## src/rtl/otp_seq_pkg.sv

```systemverilog
package otp_seq_pkg;

  typedef enum logic [3:0] {
    S_IDLE, S_FETCH, S_SETUP, S_PULSE, S_HOLD, S_READ, S_CHECK,
    S_VFETCH, S_VREAD, S_VCHECK
  } seq_state_t;

  // strobe length in clock cycles, rounded to nearest, never below one
  function automatic int pulse_cycles(input int clk_hz, input int pulse_us);
    int c;
    c = ((clk_hz / 1000) * pulse_us + 500) / 1000;
    return (c < 1) ? 1 : c;
  endfunction

endpackage

```

## src/rtl/otp_pulse_timer.sv

```systemverilog
module otp_pulse_timer #(
  parameter int CYCLES = 1000
) (
  input  logic clk,
  input  logic rst_n,
  input  logic load,
  input  logic run,
  output logic done
);
  localparam int CW = $clog2(CYCLES + 1);
  localparam logic [CW-1:0] RELOAD = CW'(CYCLES - 1);

  logic [CW-1:0] cnt;

  always_ff @(posedge clk or negedge rst_n) begin
    if (!rst_n)               cnt <= '0;
    else if (load)            cnt <= RELOAD;
    else if (run && cnt != 0) cnt <= cnt - 1'b1;
  end

  assign done = run && (cnt == '0);

  AST_TIMER_LOAD_NOT_RUN: assert property (@(posedge clk) disable iff (!rst_n)
    !(load && run));
endmodule

```

## src/rtl/otp_try_counter.sv

```systemverilog
module otp_try_counter #(
  parameter int MAX_TRIES = 25
) (
  input  logic clk,
  input  logic rst_n,
  input  logic clr,
  input  logic inc,
  output logic limit_hit
);
  localparam int TW = $clog2(MAX_TRIES + 1);
  localparam logic [TW-1:0] LIMIT = TW'(MAX_TRIES);

  logic [TW-1:0] count;

  always_ff @(posedge clk or negedge rst_n) begin
    if (!rst_n)   count <= '0;
    else if (clr) count <= '0;
    else if (inc) count <= count + 1'b1;
  end

  assign limit_hit = (count == LIMIT);

  AST_TRIES_BOUND: assert property (@(posedge clk) disable iff (!rst_n)
    inc |-> (count < LIMIT));
endmodule

```

## src/rtl/otp_addr_walk.sv

```systemverilog
module otp_addr_walk #(
  parameter int AW = 17
) (
  input  logic          clk,
  input  logic          rst_n,
  input  logic          load,
  input  logic          rewind,
  input  logic          step,
  input  logic [AW-1:0] first_addr,
  input  logic [AW-1:0] last_addr,
  output logic [AW-1:0] addr,
  output logic          at_last
);
  logic [AW-1:0] first_q, last_q;

  always_ff @(posedge clk or negedge rst_n) begin
    if (!rst_n) begin
      first_q <= '0;
      last_q  <= '0;
      addr    <= '0;
    end else if (load) begin
      first_q <= first_addr;
      last_q  <= last_addr;
      addr    <= first_addr;
    end else if (rewind) begin
      addr <= first_q;
    end else if (step) begin
      addr <= addr + 1'b1;
    end
  end

  assign at_last = (addr == last_q);

  AST_WALK_NO_STEP_PAST_END: assert property (@(posedge clk) disable iff (!rst_n)
    step |-> !at_last);
endmodule

```

## src/rtl/otp_burn_seq.sv

```systemverilog
module otp_burn_seq
  import otp_seq_pkg::*;
#(
  parameter int AW        = 17,
  parameter int CLK_HZ    = 10_000_000,
  parameter int PULSE_US  = 100,
  parameter int MAX_TRIES = 25
) (
  input  logic          clk,
  input  logic          rst_n,
  input  logic          start,
  input  logic [AW-1:0] start_addr,
  input  logic [AW-1:0] end_addr,
  output logic          src_req,
  output logic [AW-1:0] src_addr,
  input  logic          src_ack,
  input  logic [7:0]    src_data,
  output logic [AW-1:0] mem_addr,
  output logic [7:0]    mem_wdata,
  input  logic [7:0]    mem_rdata,
  output logic          mem_ce_n,
  output logic          mem_oe_n,
  output logic          mem_pgm_n,
  output logic          prog_level,
  output logic          busy,
  output logic          pass,
  output logic          fail
);
  localparam int PULSE_CYC = pulse_cycles(CLK_HZ, PULSE_US);

  seq_state_t    state;
  logic [7:0]    want_q, got_q;
  logic [AW-1:0] addr;

  // named internal events
  logic accept_start, pulse_done, byte_match, at_last, tries_spent;
  logic walk_rewind, walk_step;

  assign accept_start = (state == S_IDLE) && start;
  assign byte_match   = (got_q == want_q);
  assign walk_rewind  = (state == S_CHECK) && byte_match && at_last;
  assign walk_step    = ((state == S_CHECK) || (state == S_VCHECK)) && byte_match && !at_last;

  otp_addr_walk #(.AW(AW)) u_walk (
    .clk(clk), .rst_n(rst_n), .load(accept_start), .rewind(walk_rewind),
    .step(walk_step), .first_addr(start_addr), .last_addr(end_addr),
    .addr(addr), .at_last(at_last)
  );

  otp_pulse_timer #(.CYCLES(PULSE_CYC)) u_timer (
    .clk(clk), .rst_n(rst_n), .load(state == S_SETUP),
    .run(state == S_PULSE), .done(pulse_done)
  );

  otp_try_counter #(.MAX_TRIES(MAX_TRIES)) u_tries (
    .clk(clk), .rst_n(rst_n), .clr(state == S_FETCH),
    .inc(state == S_READ), .limit_hit(tries_spent)
  );

  always_ff @(posedge clk or negedge rst_n) begin
    if (!rst_n) begin
      state      <= S_IDLE;
      want_q     <= '0;
      got_q      <= '0;
      busy       <= 1'b0;
      pass       <= 1'b0;
      fail       <= 1'b0;
      prog_level <= 1'b0;
    end else begin
      unique case (state)
        S_IDLE: if (start) begin
          busy       <= 1'b1;
          pass       <= 1'b0;
          fail       <= 1'b0;
          prog_level <= 1'b1;
          state      <= S_FETCH;
        end
        S_FETCH: if (src_ack) begin
          want_q <= src_data;
          state  <= S_SETUP;
        end
        S_SETUP: state <= S_PULSE;
        S_PULSE: if (pulse_done) state <= S_HOLD;
        S_HOLD:  state <= S_READ;
        S_READ: begin
          got_q <= mem_rdata;
          state <= S_CHECK;
        end
        S_CHECK: begin
          if (byte_match) begin
            if (at_last) begin
              prog_level <= 1'b0;
              state      <= S_VFETCH;
            end else begin
              state <= S_FETCH;
            end
          end else if (tries_spent) begin
            fail  <= 1'b1;
            busy  <= 1'b0;
            state <= S_IDLE;
          end else begin
            state <= S_SETUP;
          end
        end
        S_VFETCH: if (src_ack) begin
          want_q <= src_data;
          state  <= S_VREAD;
        end
        S_VREAD: begin
          got_q <= mem_rdata;
          state <= S_VCHECK;
        end
        S_VCHECK: begin
          if (!byte_match) begin
            fail  <= 1'b1;
            busy  <= 1'b0;
            state <= S_IDLE;
          end else if (at_last) begin
            pass  <= 1'b1;
            busy  <= 1'b0;
            state <= S_IDLE;
          end else begin
            state <= S_VFETCH;
          end
        end
        default: state <= S_IDLE;
      endcase
    end
  end

  assign src_req   = (state == S_FETCH) || (state == S_VFETCH);
  assign src_addr  = addr;
  assign mem_addr  = addr;
  assign mem_wdata = want_q;
  assign mem_pgm_n = (state != S_PULSE);
  assign mem_oe_n  = !((state == S_READ) || (state == S_VREAD));
  assign mem_ce_n  = !((state == S_SETUP) || (state == S_PULSE) || (state == S_HOLD) ||
                       (state == S_READ)  || (state == S_VREAD));

  AST_STROBE_WITH_CE: assert property (@(posedge clk) disable iff (!rst_n)
    !mem_pgm_n |-> (!mem_ce_n && mem_oe_n));
  AST_STROBE_STABLE: assert property (@(posedge clk) disable iff (!rst_n)
    !mem_pgm_n |=> (mem_pgm_n || ($stable(mem_addr) && $stable(mem_wdata))));
  AST_HOLD_AFTER_STROBE: assert property (@(posedge clk) disable iff (!rst_n)
    !mem_pgm_n |=> (!mem_ce_n && $stable(mem_addr) && $stable(mem_wdata)));
  AST_STROBE_AT_PROG_LEVEL: assert property (@(posedge clk) disable iff (!rst_n)
    !mem_pgm_n |-> prog_level);
  AST_VERIFY_NO_STROBE: assert property (@(posedge clk) disable iff (!rst_n)
    (busy && !prog_level) |-> mem_pgm_n);
  AST_RESULT_EXCLUSIVE: assert property (@(posedge clk) disable iff (!rst_n)
    !(pass && fail));
  AST_BUSY_NO_RESULT: assert property (@(posedge clk) disable iff (!rst_n)
    busy |-> (!pass && !fail));
  AST_RESULT_HELD: assert property (@(posedge clk) disable iff (!rst_n)
    (!busy && !start) |=> ($stable(pass) && $stable(fail)));
endmodule

```

## config.mk

```make
export PLATFORM = sky130hd
export DESIGN_NAME = otp_burn_seq
export DESIGN_NICKNAME = d
export VERILOG_FILES = /design/src/rtl/otp_seq_pkg.sv /design/src/rtl/otp_pulse_timer.sv /design/src/rtl/otp_try_counter.sv /design/src/rtl/otp_addr_walk.sv /design/src/rtl/otp_burn_seq.sv
export SDC_FILE = /design/constraint.sdc
export NUM_CORES = 1
export LEC_CHECK = 0
export ABC_AREA = 0
export BUFFER_PORTS_ARGS = -buffer_cell sky130_fd_sc_hd__clkbuf_2
export CAP_MARGIN = 20
export CORE_MARGIN = 3
export CORE_UTILIZATION = 60
export CTS_CLUSTER_DIAMETER = 40
export CTS_CLUSTER_SIZE = 12
export DETAILED_ROUTE_END_ITERATION = 12
export GPL_ROUTABILITY_DRIVEN = 0
export PLACE_DENSITY = 0.93
export SYNTH_ARGS = -nofsm -noshare
export SYNTH_HDL_FRONTEND = slang
export SYNTH_HIERARCHICAL = 1
export SYNTH_SLANG_ARGS = --single-unit
export TNS_END_PERCENT = 50
```

## constraint.sdc

```tcl
create_clock -name clk -period 5.05 [get_ports clk]
set_clock_uncertainty 0.15 [all_clocks]
set_input_delay 0.505 -clock clk [delete_from_list [all_inputs] [get_ports clk]]
set_output_delay 0.505 -clock clk [all_outputs]
set_load 0.005 [all_outputs]
```

# Word level (Yosys, flattened, before mapping)
# Index checks and enable logic that the tools add are counted.
# classes
add_sub_neg	3
multipliers	0
div_mod_pow	0
order_cmp	0
n_eq_ne	25
n_shift	0
mux	33
n_bitwise	0
n_reduce_logical	34
# op_table
op	count
two-way mux 17 bit	3
one-hot mux 4 bit (10 select lines)	1
inequality test 2 bit (second input constant)	11
two-way mux 10 bit	2
two-way mux 4 bit	5
adder 17 x 1 -> 17 bit (second input constant)	1
== test 17 bit	1
== test 4 x 3 -> 1 bit (second input constant)	4
two-way mux 1 bit	12
AND reduction 4 bit	3
logical NOT 10 bit	1
two-way mux 5 bit	2
AND reduction 5 bit	2
nonzero test 10 bit	1
subtractor 10 x 1 -> 10 bit (second input constant)	1
two-way mux 3 bit	3
== test 4 x 2 -> 1 bit (second input constant)	2
== test 4 bit (second input constant)	2
== test 8 bit	1
nonzero test 2 bit	4
logical AND 1 bit	7
logical OR 1 bit	7
one-hot mux 1 bit (3 select lines)	2
nonzero test 3 bit	2
other kinds (11)	15
# word_totals
regBits	90
latchBits	0
ramBits	0
mem_bits_ro	0
out_inout_bits	50
word_cells	107
n_memories	0

# Logic depth before layout (Yosys ltp)
# Gate-level depths: netlist of the first run.
# depth
word_depth	7
mapped_depth	13
ltp_nobuf	10

# Cells and area by module
# Netlist of the first run, hierarchy kept.
# by_module_without_submodules
mod	n_inst	cells_per_inst	area_each_um2
otp_addr_walk	1	264	2813.9
otp_burn_seq	1	146	1517.7
otp_pulse_timer	1	61	584.3
otp_try_counter	1	25	280.3

# Worst setup path after synthesis of the first run
# Ideal clock, no wire load.
# synth_path
path_kind	reg-to-reg
from	reg u_walk.addr[10]
to	reg u_walk.addr[4]
t_arrival_ns	2.357
slack_ns	2.464
path_stages_with_launch	12
period_less_slack_ns	2.586
path_cell_list	dfrtp_1 -> xor2_1 -> nor4_1 -> nand3_1 -> nor4_1 -> nand2_1 -> nor2_1 -> nor2b_1 -> clkbuf_1 -> a22oi_1 -> a21oi_1 -> a2bb2oi_1
# synth_via
elab_chain_len	4
# synth_lines
item	line	rtl
start: declaration	otp_addr_walk.sv:11	output logic [AW-1:0] addr,
start signal: assignment	otp_addr_walk.sv:24	addr <= first_addr;
start signal: assignment	otp_addr_walk.sv:26	addr <= first_q;
start signal: assignment	otp_addr_walk.sv:28	addr <= addr + 1'b1;
== test 17 bit (*)	otp_addr_walk.sv:32	assign at_last = (addr == last_q);
via at_last	otp_burn_seq.sv:36	logic accept_start, pulse_done, byte_match, at_last, tries_spent;
logical AND 1 bit (*)	otp_burn_seq.sv:41	assign walk_rewind = (state == S_CHECK) && byte_match && at_last;
via walk_rewind	otp_burn_seq.sv:37	logic walk_rewind, walk_step;
two-way mux 17 bit	otp_addr_walk.sv:25	end else if (rewind) begin
two-way mux 17 bit	otp_addr_walk.sv:21	end else if (load) begin
# The timed path passes the listed nets; every way through them passes the cells marked *.
# A chain may end at the register's enable or synchronous reset.

# Worst setup path in the final report of the first run
# layout_path
from	reg u_walk.addr[6]
to	reg u_walk.addr[6]
# Same word-level chain as after synthesis.

==> flow_metrics.env, run 1 <==
export IMPL_ioPinCount=104
export IMPL_cts_root_buf="clkbuf_8"
export IMPL_cp_start_kind="register"
export IMPL_worst_slew_pin_slew_ns=0.707
export IMPL_synth_seq_area_share=0.433
export IMPL_num_rows=33
export IMPL_max_freq_mhz=276
export IMPL_rrSetupSlack_ns=1.43
export IMPL_dieArea_sq_mm=0.00981
export IMPL_clockBufferDepth=2
export IMPL_synth_cell_types=78
export IMPL_async_reset_ff_frac=1.00
export IMPL_numCtsBuffers=9
export IMPL_ir_drop_uv=296
export IMPL_yosys_warnings=6
export IMPL_routed_wl_mm=12.3
export IMPL_nNetsFinal=633
export IMPL_routed_via_density=6.15
export IMPL_status="completed"
export IMPL_antenna_found_initial=0
export IMPL_ys_top_cells_by_count="dfrtp_1, mux2_2, nand2_1, o21ai_0, nor2_1"
export IMPL_grt_total_usage=0.252
export IMPL_cp_end_kind="register"
export IMPL_synth_seq_cells=90
export IMPL_syn_nets=554
export IMPL_portBuffers=103
export IMPL_worstSetupPathType="reg -> reg"
export IMPL_cts_sinks=90
export IMPL_crit_fanout=30
export IMPL_cts_htree_levels=3
export IMPL_cap_violations=0
export IMPL_hp_class="in -> reg"
export IMPL_drtIter0Drc=252
export IMPL_ff_latch_area_sq_mm=0.00225
export IMPL_synthCells=496
export IMPL_cp_required_ns=5.18
export IMPL_synth_area_leaders="dfrtp_1, mux2_2, mux2_1"
export IMPL_cts_repair_resized=0
export IMPL_firstDrtPassIters=7
export IMPL_die_h_um=99.1
export IMPL_setup_viol=0
export IMPL_yosys_area_top_type_share=0.433
export IMPL_power_density_mw_per_mm2=483
export IMPL_cts_tree="yes"
export IMPL_maxSlewHeadroom=0.529
export IMPL_ys_flop_type="dfrtp_1"
export IMPL_post_route_util=0.694
export IMPL_detail_route_antenna_nets=0
export IMPL_clkLatencyLatePin_ns=0.36
export IMPL_yosysTopAreaCell="dfrtp_1"
export IMPL_avgSynthCellArea_sq_um=10.5
export IMPL_tns_ns=0
export IMPL_dp_hpwl_mm=9.01
export IMPL_grt_pass1_vias=4224
export IMPL_worstPathArrival_ns=3.75
export IMPL_area_growth_synth_to_final_pct=10.9
export IMPL_fin_cells=685
export IMPL_synth_edff_count=0
export IMPL_hold_viol_final=0
export IMPL_dp_cells=668
export IMPL_grt_ovfl_total=0
export IMPL_finalCritPeriodShare=0.716
export IMPL_rsz0062_at_grt="false"
export IMPL_period_minus_slack_ns=3.62
export IMPL_nFillCells=607
export IMPL_ctsHoldBuffers=1
export IMPL_syn_area_sq_mm=0.00520
export IMPL_coreArea_sq_mm=0.00830
export IMPL_route_detailed_drc=0
export IMPL_initial_core_util=0.626
export IMPL_multi_input_area_sq_mm=0.00253
export IMPL_diodes=0
export IMPL_p_leak_nw=2.54
export IMPL_grt_pass1_wl_mm=20.1
export IMPL_slew_violations=0
export IMPL_num_vias=4216
export IMPL_die_w_um=99.1
export IMPL_grt_max_degree=58
export IMPL_yosysMostFrequentCell="dfrtp_1"
export IMPL_post_cts_setup_buffer_count=0
export IMPL_final_layout_size_suffix_gt1_frac=0.312
export IMPL_path_clk_slew_ns=0.09
export IMPL_wl_per_cell_um=17.9
-- critical path, stage by stage, from the launching register on --
cell and delay, ns:
dfrtp_1 0.48, xor2_1 0.21, nor4_1 0.39, nand3_1 0.16
nor4_1 0.48, nand2_1 0.14, nor2_1 0.12, buf_4 0.30
nor2b_1 0.55, a22oi_1 0.18, a21oi_1 0.19, a2bb2oi_1 0.19
-- flip-flops by register name, indices dropped and copies added, names as in the netlist --
register	cells
mem_wdata	8
pass	1
got_q	8
busy	1
u_walk/last_q	17
prog_level	1
u_tries/count	5
fail	1
u_timer/cnt	10
state	4
u_walk/first_q	17
u_walk/addr	17
-- path summary, 6_finish.rpt --
path | from | endpoint | cells after the start
setup / recovery | u_walk/addr[6] | u_walk/addr[6] | 11
setup reg to reg | u_walk/addr[6] | u_walk/addr[6] | 11
hold / removal | src_data[3] | mem_wdata[3] | 2
hold reg to reg | u_walk/first_q[12] | u_walk/first_q[12] | 1
max in group asynchronous | rst_n | u_walk/last_q[16] | 3
min in group asynchronous | rst_n | u_walk/first_q[9] | 2
-- per-stage QoR --
step,setup WS (ns),instance area [sq um],hold WS (ns),total power [mW]
after floorplan,2.46,5200,0.0594,1.99
after global placement,1.81,5560,0.323,2.21
after CTS,1.51,5760,0.181,2.78
final,1.43,5760,0.198,2.78
after global routing,1.19,5760,0.191,2.96
after detailed placement,1.53,5560,0.328,2.29
-- cell type report --
| type | count | area share |
|---|---|---|
| repair buffers | 109 | 0.0982 |
| inverters | 22 | 0.0148 |
| multi-input cells | 343 | 0.439 |
| well taps | 105 | 0.0228 |
| clock inverters | 6 | 0.0117 |
| flip-flops and latches | 90 | 0.391 |
| clock buffers | 10 | 0.0222 |
-- power by group --
group / switching (mW) / internal (mW) / leakage (nW) / total [mW]
combinational: 0.492 / 0.514 / 1.37 / 1.01
clock: 0.266 / 0.230 / 0.0925 / 0.496
sequential: 0.306 / 0.973 / 1.08 / 1.28
-- per-layer routing --
layer / global-route usage / routed length [um] / vias up
met5: 0 / 0 / -
met4: 0.102 / 332 / 0
met3: 0.0488 / 1060 / 39
met2: 0.432 / 6130 / 233
met1: 0.313 / 4740 / 2010
li1: - / - / 1934
-- placed cells by master (no fill, tap or decap), types with 3 or more instances in the layout --
cell type  Yosys  layout
nand2b_1       4       4
mux2i_1        5       5
or3_1          4       4
clkbuf_8       4       9
nor2_1        27      27
nand2_1       30      30
xnor2_1       18      18
a2bb2oi_1      8       8
a21oi_1       26      26
nor2b_1        4       4
mux2_2        31      31
ha_1           4       4
dfrtp_1       90      90
a211oi_1       4       4
nand4_1       11      11
inv_1         19      19
nor3_1         7       7
o31ai_1        3       3
and4_4         3       3
clkbuf_2       0     102
a22oi_1        8       8
xor2_1        15      15
buf_4         20       6
o21ai_0       28      28
nor4_1         7       7
nand3_1       16      16
mux2_1        16      16
and3_1         4       3
and3_2         3       4
a31oi_1        4       4
-- logic make-up after synthesis --
| group | Yosys count | synth area share |
|---|---|---|
| muxes | 55 | 0.120 |
| buffers and inverters | 63 | 0.0797 |
| DFF | 90 | 0.433 |
| AOI/OAI and AO/OA | 107 | 0.137 |
| adders and majority gates | 4 | 0.00963 |
| xor gates and xnor gates | 33 | 0.0556 |
| and+or+nand+nor | 144 | 0.165 |
(Power assumes the default switching activity.)
==> inputs of run 2 (changes only) <==
Settings changed: CORE_UTILIZATION 60 to 50, PLACE_DENSITY 0.93 to 0.83.
Clock period 5.05 ns to 3 ns, I/O delays scaled along.
==> flow_metrics.env, run 2 (synthesis gave the netlist of run 1 again) <==
export IMPL_die_w_um=108
export IMPL_power_density_mw_per_mm2=791
export IMPL_rsz0062_at_grt="false"
export IMPL_dp_cells=716
export IMPL_area_growth_synth_to_final_pct=16.1
export IMPL_startpoint="u_walk/addr[7]"
export IMPL_worst_slew_pin_slew_ns=0.610
export IMPL_cts_htree_levels=3
export IMPL_place_ws_ns=0.193
export IMPL_path_clk_slew_ns=0.10
export IMPL_mostFrequentLayoutCell="clkbuf_2"
export IMPL_max_freq_mhz=357
export IMPL_tns_ns=0
export IMPL_cts_sinks=90
export IMPL_cp_start_kind="register"
export IMPL_layout_setup_ws_ns=0.197
export IMPL_p_leak_nw=2.69
export IMPL_die_h_um=108
export IMPL_grt_max_degree=49
export IMPL_dp_hpwl_mm=9.47
export IMPL_crit_fanout=20
export IMPL_fin_cells=741
export IMPL_final_layout_size_suffix_gt1_frac=0.336
export IMPL_grt_pass1_vias=4221
export IMPL_route_detailed_drc=0
export IMPL_ff2ff_path_depth=12
export IMPL_worstPathArrival_ns=2.94
export IMPL_grt_total_usage=0.220
export IMPL_largestRegisters="u_walk/addr x17, u_walk/first_q x17, u_walk/last_q x17"
export IMPL_num_vias=4296
export IMPL_post_route_util=0.606
export IMPL_mostFrequentLayoutCells="clkbuf_2, dfrtp_1, mux2_2, nand2_1, o21ai_0"
export IMPL_period_minus_slack_ns=2.80
export IMPL_routed_wl_mm=12.7
export IMPL_maxSlewHeadroom=0.594
export IMPL_firstDrtPassIters=5
export IMPL_drtIter0Drc=248
export IMPL_portBuffers=103
export IMPL_ir_drop_uv=375
export IMPL_clockBufferDepth=2
export IMPL_clkLatencyLatePin_ns=0.36
export IMPL_rr_startpoint="u_walk/addr[7]"
export IMPL_hold_path_depth=2
export IMPL_cp_required_ns=3.13
export IMPL_antenna_found_initial=0
export IMPL_worstHoldStart="src_data[7]"
export IMPL_wl_per_cell_um=17.1
export IMPL_finalCritPeriodShare=0.934
export IMPL_rr_endpoint="u_walk/addr[3]"
export IMPL_worstSetupPathType="reg -> reg"
export IMPL_numCtsBuffers=9
export IMPL_critPathCapture="u_walk/addr[3]"
export IMPL_num_rows=36
export IMPL_routed_via_density=5.80
export IMPL_ioPinCount=104
export IMPL_status="completed"
export IMPL_grt_ovfl_total=0
export IMPL_hold_viol_final=0
export IMPL_diodes=0
export IMPL_cts_tree="yes"
export IMPL_nFillCells=852
export IMPL_nNetsFinal=661
export IMPL_detail_route_antenna_nets=0
export IMPL_cts_root_buf="clkbuf_8"
export IMPL_grt_pass1_wl_mm=20.4
export IMPL_cap_violations=0
export IMPL_hp_class="in -> reg"
export IMPL_cp_end_kind="register"
export IMPL_rrSetupSlack_ns=0.20
export IMPL_initial_core_util=0.522
export IMPL_post_cts_setup_buffer_count=0
export IMPL_slew_violations=0
export IMPL_setup_viol=0
export IMPL_coreArea_sq_mm=0.00995
export IMPL_dieArea_sq_mm=0.0117
-- run 2: layout make-up --
class	instances	area (sq um)	share of cell area
well taps	133	166	0.0276
repair buffers	137	812	0.135
clock buffers	9	124	0.0205
clock inverters	7	53.8	0.00892
multi-input cells	343	2540	0.421
inverters	22	85.1	0.0141
flip-flops and latches	90	2250	0.373
-- run 2: how the worst min path moves through the flow --
stage                        to
3_3_place_gp   u_walk/last_q[0]
2_1_floorplan              busy
3_5_place_dp   u_walk/last_q[0]
6_report           mem_wdata[7]
5_1_grt                got_q[6]
4_1_cts                got_q[3]
-- run 2: where the power goes --
| group | switching [mW] | internal [mW] |
|---|---|---|
| Combinational | 1.01 | 0.974 |
| Clock | 0.462 | 0.309 |
| Sequential | 0.377 | 1.64 |
| Total | 1.85 | 2.92 |
-- run 2: per-layer routing --
| metal | vias to the layer above | GRT usage | share of wire |
|---|---|---|---|
| li1 | 1993 | - | - |
| met1 | 2078 | 0.284 | 0.41 |
| met2 | 205 | 0.381 | 0.51 |
| met3 | 20 | 0.0406 | 0.068 |
| met4 | 0 | 0.0604 | 0.015 |
| met5 | - | 0 | 0 |
-- run 2: worst max-delay path, stage by stage, from the launching register on --
cell,delay (ns)
dfrtp_1,0.40
xor2_1,0.16
nor4_1,0.40
nand3_1,0.18
nor4_2,0.18
buf_4,0.17
nand2_1,0.07
nor2_2,0.16
buf_6,0.21
nor3_1,0.12
buf_4,0.21
a21oi_1,0.14
a2bb2oi_1,0.18
-- run 2: per-stage QoR --
stage	power (mW)	hold WS, ns	cell area, sq um
detailed placement	4.00	0.206	5760
finish	4.77	0.0123	6030
floorplan	3.36	-0.146	5200
global route	5.09	0.000313	6030
global placement	3.90	0.202	5760
CTS	4.78	0.00194	5990
-- run 2: what timing repair did --
action                                  CTS  global route
hold buffers                              6             3
endpoints found under the setup margin    0             3
hold endpoints to repair                 51             3
gates resized for setup                   0             2
